`config.mk`:
```
export PLATFORM = sky130hd
export DESIGN_NAME = irq_collector
export DESIGN_NICKNAME = d
export VERILOG_FILES = /design/src/rtl/irq_col_pkg.sv /design/src/rtl/irq_edge_detect.sv /design/src/rtl/irq_bus_decode.sv /design/src/rtl/irq_cause_bank.sv /design/src/rtl/irq_collector.sv
export SDC_FILE = /design/constraint.sdc
export NUM_CORES = 1
export LEC_CHECK = 0
export BUFFER_PORTS_ARGS = -buffer_cell sky130_fd_sc_hd__buf_2
export CAP_MARGIN = 20
export CELL_PAD_IN_SITES_DETAIL_PLACEMENT = 1
export CELL_PAD_IN_SITES_GLOBAL_PLACEMENT = 2
export CORE_UTILIZATION = 35
export DETAILED_ROUTE_END_ITERATION = 6
export MAX_ROUTING_LAYER = met4
export PLACE_DENSITY = 0.81
export RECOVER_POWER = 100
export SETUP_SLACK_MARGIN = 0.1
export SLEW_MARGIN = 20
export SYNTH_ARGS = -nofsm -noshare
export SYNTH_HDL_FRONTEND = slang
export SYNTH_HIERARCHICAL = 1
export SYNTH_SLANG_ARGS = --single-unit
```
`constraint.sdc`:
```
create_clock -name clk -period 4.7 [get_ports clk]
set_input_delay 0.94 -clock clk [delete_from_list [all_inputs] [get_ports clk]]
set_output_delay 0.94 -clock clk [all_outputs]
set_load 0.01 [all_outputs]
```
`src/rtl/irq_col_pkg.sv`:
```
package irq_col_pkg;
  localparam int CAUSE_BASE   = 'h00;
  localparam int MASK_BASE    = 'h20;
  localparam int DOORBELL_OFS = 'h30;
  localparam int WORD_STRIDE  = 4;
endpackage

```
`src/rtl/irq_edge_detect.sv`:
```
module irq_edge_detect #(
  parameter int N = 21
) (
  input  logic         clk,
  input  logic         rst,
  input  logic [N-1:0] lvl_i,
  output logic [N-1:0] pulse_o
);
  logic [N-1:0] prev_q;

  always_ff @(posedge clk) begin
    if (rst) prev_q <= '0;
    else     prev_q <= lvl_i;
  end

  assign pulse_o = lvl_i & ~prev_q;

  // a held level never yields pulses on two consecutive cycles
  assert_no_repeat_pulse_R2: assert property (@(posedge clk) disable iff (rst)
    (pulse_o & $past(pulse_o)) == '0);
endmodule

```
`src/rtl/irq_bus_decode.sv`:
```
module irq_bus_decode #(
  parameter int NUM_SRC   = 64,
  parameter int NUM_WIRED = 21,
  parameter int ADDR_W    = 8,
  parameter int DATA_W    = 32
) (
  input  logic                           clk,
  input  logic                           rst,
  input  logic                           bus_valid,
  input  logic                           bus_write,
  input  logic [ADDR_W-1:0]              bus_addr,
  input  logic [DATA_W-1:0]              bus_wdata,
  output logic [NUM_SRC-1:0]             db_set,
  output logic [NUM_SRC-1:0]             ack_clr,
  output logic [NUM_SRC/DATA_W-1:0]      mask_we
);
  import irq_col_pkg::*;
  localparam int NUM_WORDS = NUM_SRC / DATA_W;
  localparam int IDX_W     = $clog2(NUM_SRC);
  localparam int BIT_W     = $clog2(DATA_W);

  logic wr;
  assign wr = bus_valid & bus_write;

  always_comb begin
    db_set = '0;
    if (wr && bus_addr == ADDR_W'(DOORBELL_OFS) &&
        bus_wdata >= DATA_W'(NUM_WIRED) && bus_wdata < DATA_W'(NUM_SRC))
      db_set[bus_wdata[IDX_W-1:0]] = 1'b1;
  end

  always_comb begin
    ack_clr = '0;
    mask_we = '0;
    for (int w = 0; w < NUM_WORDS; w++) begin
      if (wr && bus_addr == ADDR_W'(CAUSE_BASE + WORD_STRIDE * w) &&
          bus_wdata < DATA_W'(DATA_W))
        ack_clr[w * DATA_W + int'(bus_wdata[BIT_W-1:0])] = 1'b1;
      if (wr && bus_addr == ADDR_W'(MASK_BASE + WORD_STRIDE * w))
        mask_we[w] = 1'b1;
    end
  end

  // an acknowledge clears at most one source
  assert_single_ack_R5: assert property (@(posedge clk) disable iff (rst)
    $onehot0(ack_clr));
  // a doorbell write raises at most one source
  assert_single_doorbell_R3: assert property (@(posedge clk) disable iff (rst)
    $onehot0(db_set));
endmodule

```
`src/rtl/irq_cause_bank.sv`:
```
module irq_cause_bank #(
  parameter int NUM_SRC   = 64,
  parameter int NUM_WIRED = 21,
  parameter int DATA_W    = 32
) (
  input  logic                      clk,
  input  logic                      rst,
  input  logic [NUM_WIRED-1:0]      wired_set,
  input  logic [NUM_SRC-1:0]        db_set,
  input  logic [NUM_SRC-1:0]        ack_clr,
  input  logic [NUM_SRC/DATA_W-1:0] mask_we,
  input  logic [DATA_W-1:0]         mask_wdata,
  output logic [NUM_SRC-1:0]        cause_o,
  output logic [NUM_SRC-1:0]        mask_o,
  output logic                      irq_o
);
  localparam int NUM_WORDS = NUM_SRC / DATA_W;

  logic [NUM_SRC-1:0] cause_q, mask_q, set_vec;
  logic               irq_q;

  assign set_vec = db_set | {{(NUM_SRC-NUM_WIRED){1'b0}}, wired_set};

  always_ff @(posedge clk) begin
    if (rst) cause_q <= '0;
    else     cause_q <= (cause_q & ~ack_clr) | set_vec;
  end

  for (genvar w = 0; w < NUM_WORDS; w++) begin : g_mask
    always_ff @(posedge clk) begin
      if (rst)             mask_q[w*DATA_W +: DATA_W] <= '1;
      else if (mask_we[w]) mask_q[w*DATA_W +: DATA_W] <= mask_wdata;
    end
  end

  always_ff @(posedge clk) begin
    if (rst) irq_q <= 1'b0;
    else     irq_q <= |(cause_q & ~mask_q);
  end

  assign cause_o = cause_q;
  assign mask_o  = mask_q;
  assign irq_o   = irq_q;

  // state right after reset
  assert_reset_state_R1: assert property (@(posedge clk) disable iff (rst)
    $past(rst) |-> (cause_q == '0) && (&mask_q) && !irq_q);
  // any set request is visible next cycle regardless of clears
  assert_set_wins_R8: assert property (@(posedge clk) disable iff (rst)
    1'b1 |=> (cause_q & $past(set_vec)) == $past(set_vec));
  // fully masked vector keeps the line low next cycle
  assert_masked_quiet_R6: assert property (@(posedge clk) disable iff (rst)
    (&mask_q) |=> !irq_q);
endmodule

```
`src/rtl/irq_collector.sv`:
```
module irq_collector #(
  parameter int NUM_SRC   = 64,
  parameter int NUM_WIRED = 21,
  parameter int ADDR_W    = 8,
  parameter int DATA_W    = 32
) (
  input  logic                 clk,
  input  logic                 rst,
  input  logic [NUM_WIRED-1:0] wired_i,
  input  logic                 bus_valid,
  input  logic                 bus_write,
  input  logic [ADDR_W-1:0]    bus_addr,
  input  logic [DATA_W-1:0]    bus_wdata,
  output logic [DATA_W-1:0]    bus_rdata,
  output logic                 bus_rvalid,
  output logic                 irq_o
);
  import irq_col_pkg::*;
  localparam int NUM_WORDS = NUM_SRC / DATA_W;

  logic [NUM_WIRED-1:0] wired_pulse;
  logic [NUM_SRC-1:0]   db_set, ack_clr, cause, mask;
  logic [NUM_WORDS-1:0] mask_we;
  logic [DATA_W-1:0]    rd_mux;

  irq_edge_detect #(.N(NUM_WIRED)) u_edge (
    .clk(clk), .rst(rst), .lvl_i(wired_i), .pulse_o(wired_pulse)
  );

  irq_bus_decode #(
    .NUM_SRC(NUM_SRC), .NUM_WIRED(NUM_WIRED), .ADDR_W(ADDR_W), .DATA_W(DATA_W)
  ) u_dec (
    .clk(clk), .rst(rst), .bus_valid(bus_valid), .bus_write(bus_write),
    .bus_addr(bus_addr), .bus_wdata(bus_wdata),
    .db_set(db_set), .ack_clr(ack_clr), .mask_we(mask_we)
  );

  irq_cause_bank #(
    .NUM_SRC(NUM_SRC), .NUM_WIRED(NUM_WIRED), .DATA_W(DATA_W)
  ) u_bank (
    .clk(clk), .rst(rst), .wired_set(wired_pulse), .db_set(db_set),
    .ack_clr(ack_clr), .mask_we(mask_we), .mask_wdata(bus_wdata),
    .cause_o(cause), .mask_o(mask), .irq_o(irq_o)
  );

  always_comb begin
    rd_mux = '0;
    for (int w = 0; w < NUM_WORDS; w++) begin
      if (bus_addr == ADDR_W'(CAUSE_BASE + WORD_STRIDE * w))
        rd_mux = cause[w*DATA_W +: DATA_W];
      if (bus_addr == ADDR_W'(MASK_BASE + WORD_STRIDE * w))
        rd_mux = mask[w*DATA_W +: DATA_W];
    end
  end

  always_ff @(posedge clk) begin
    if (rst) begin
      bus_rdata  <= '0;
      bus_rvalid <= 1'b0;
    end else begin
      bus_rvalid <= bus_valid & ~bus_write;
      if (bus_valid & ~bus_write) bus_rdata <= rd_mux;
    end
  end

  // read data is marked valid exactly one cycle after a read request
  assert_read_latency_R4: assert property (@(posedge clk) disable iff (rst)
    (bus_valid && !bus_write) |=> bus_rvalid);
  assert_no_spurious_rvalid_R4: assert property (@(posedge clk) disable iff (rst)
    !(bus_valid && !bus_write) |=> !bus_rvalid);
endmodule

```
==> reports/results.ini <==
[power]
p_leak_uw=0.00366
p_comb_share_pct=7.8
p_int_uw=2390
p_per_area_nw_per_um2=317
irDropWorstVdd_v=0.000234
power_frac_clock_pct=43.6
seq_power_share_pct=48.6
p_sw_uw=932
swShare_pct=28.1
total_power_uw=3320

[die]
core_area_um2=26300
dieHeight_um=167
boundaryPins=99
die_area_um2=27700
start_util_pct=36.0
row_count=59
die_w_um=167

[global_route]
antenna_found_initial=0
grt_overflow=0
grt_max_degree=72
grt_pass1_vias=8664
grt_usage_pct=27.1
grt_pass1_wl_um=54800

[yosys]
yosysSeqAreaShare_pct=38.7
syn-cell-area_um2=9470
synth_area_per_cell_um2=7.91
synth-seq-cells=183
ys_types=48
synth_edf_count=0
synthArstFlopShare_pct=0
synthCells=1197
yosysWarnings=6
yosys_most_used_dff=dfxtp_1

[critical_path]
critical_path_required_ps=5060
critical_path_class=primary input to flip-flop
crit_path_start_kind=primary input
cpPeakStageDelay_ps=1370
critPathSlowestCell=nor4bb_2
arrival_ps=4040
cp-end-kind=flip-flop
crit_fanout=43
critical_path_buf_inv_count=1
cp_cell_sequence=clkbuf_1 > nor4bb_2 > nand4_4 > nor4_1 > a21oi_1 > nor2_1
crit_family=simple AND/OR/NAND/NOR gates

[place]
dpl-instance-area_um2=10100
numPortBuffers=98
numPlacedInstances=1555
gp_congestion=0.877
dp_hpwl_um=25800
pre_cts_slack_ps=1180

[run_status]
outcome=finished with violations
violations=DRC, capacitance limit, slew limit

[clock_tree]
cts_hold_buf=0
clock-sinks=183
cts_buffer_depth=2
cts-htree-levels=4
post_cts.repair.setup_buffers=0
cts_made_buffers=17
clk_pin_slew_ps=70
worstSkewPairLatency_ps=440
cts_tree=done
cts.repair.resized=0
root_buffer=clkbuf_16

[final_layout]
fillers=3256
drive_gt1_share_pct=11.7
area_growth_pct=10.5
finalNonFillerCells=1587
seq_area_um2=3660
num_antenna_cells=0
fin_nets=1304
multi_input_area_um2=4700
design_area_um2=10500

[routing]
wl_per_cell_um=22.7
viasPerCell=5.60
drcViolationCount=9
vias=8891
ant_nets=0
first_iter_violations=683
wirelength_um=36000
dr.pass1.iters=7

[sta]
fmax_ghz=0.272
timing.final.ws_setup_ps=1030
finClkSkew_ps=10.1
worst_pin_slew_ps=2040
setup_violations=0
finalCritPeriodShare_pct=78.2
tns_ps=0
finalCriticalPeriod_ps=3670
slew_headroom_pct=-36.1
rsz0062_at_grt=false
hold_viol=0
drv_slew=144

[hold_path]
hold_path.class=flip-flop to flip-flop

[flow_run]
drv_cap=4

routing by layer:
metal	up-vias	share of wire (%)	GRT usage (%)
met2	266	46	42.0
met3	47	5.1	3.92
met5	-	0	-
li1	4173	-	-
met1	4405	47	36.3
met4	0	2.4	8.17
kinds of logic (layout without fill, tap and decap cells):
| logic type | count (synthesis) | after routing | share of synthesized area, % |
|---|---|---|---|
| compound gates | 226 | 226 | 15.7 |
| buf+inv | 249 | 284 | 11.7 |
| flops | 183 | 183 | 38.7 |
| mux | 49 | 49 | 5.18 |
| other cells | 1 | 21 | 0.0396 |
| simple gates | 489 | 489 | 28.7 |
through the flow:
step	hold WS, ps	utilization (%)
finish	458	39.8
global route	486	39.8
CTS	454	40.4
detailed placement	437	38.2
global placement	435	38.2
floorplan	453	-
state kept, by name (all words and copies together) (netlist names):
register and count:
u_bank/cause_o 64, u_bank/mask_o 64, bus_rdata 32, u_edge/prev_q 21, bus_rvalid 1, u_bank/irq_o 1
path summary, 6_finish.rpt:
path	start	to	slack [ps]	cells past startpoint
setup / recovery	bus_addr[7]	u_bank/cause_o[63]	1030	6
hold / removal	bus_rdata[19]	bus_rdata[19]	460	2
setup reg to reg	u_bank/mask_o[13]	u_bank/irq_o	2820	5
hold reg to reg	bus_rdata[19]	bus_rdata[19]	460	2
cell usage after synthesis (11+ instances only):
library cell | instances | area share, %
nand2b_1 | 31 | 2.0
nor2_1 | 88 | 3.5
a211o_1 | 11 | 1.0
o21ai_0 | 51 | 2.7
dfxtp_1 | 183 | 39
o211ai_1 | 15 | 1.2
nor4_1 | 35 | 2.3
nor2b_2 | 20 | 1.8
nand2_1 | 137 | 5.4
buf_1 | 11 | 0.44
buf_2 | 14 | 0.74
nor3_1 | 66 | 3.5
o22ai_1 | 17 | 1.1
nor4_2 | 13 | 1.7
inv_1 | 138 | 5.5
o2111ai_1 | 24 | 2.2
nand4_1 | 22 | 1.5
a311oi_1 | 21 | 1.9
buf_4 | 22 | 1.7
o221ai_1 | 11 | 1.0
mux2i_1 | 49 | 5.2
a21oi_1 | 64 | 3.4
clkbuf_1 | 54 | 2.1
nor2b_1 | 38 | 2.5
worst min-delay path, cell delays in order (launching register included):
cell and delay (ps):
dfxtp_1 330, nand2_1 40, o21ai_0 60
power by group through the flow:
stage                     clock network (uW)  registers (uW)  logic (uW)
final                                   1450            1610         260
after CTS                               1480            1610         266
after global routing                    1530            1620         282
after global placement                     0            1650         263
after floorplan                            0            1640         153
after detailed placement                   0            1650         265
final cells by class:
| cell class | instances | share of cell area, % |
|---|---|---|
| multi-input cells | 785 | 45.0 |
| flip-flops and latches | 183 | 35.0 |
| repair buffers | 114 | 5.64 |
| inverters | 138 | 4.95 |
| clock buffers | 18 | 4.20 |
| well taps | 335 | 4.01 |
| clock inverters | 14 | 1.24 |
cells in the final DEF (no fill, tap or decap), drive strengths merged, types with 49 or more instances in the layout:
cell type  instances
nor2b             58
nand2            137
nor3              68
inv              146
a21oi             64
clkbuf            59
mux2i             49
nor2              88
buf               73
dfxtp            183
o21ai             53
nor4              52
No activity file was read; power rests on OpenSTA's default activity.
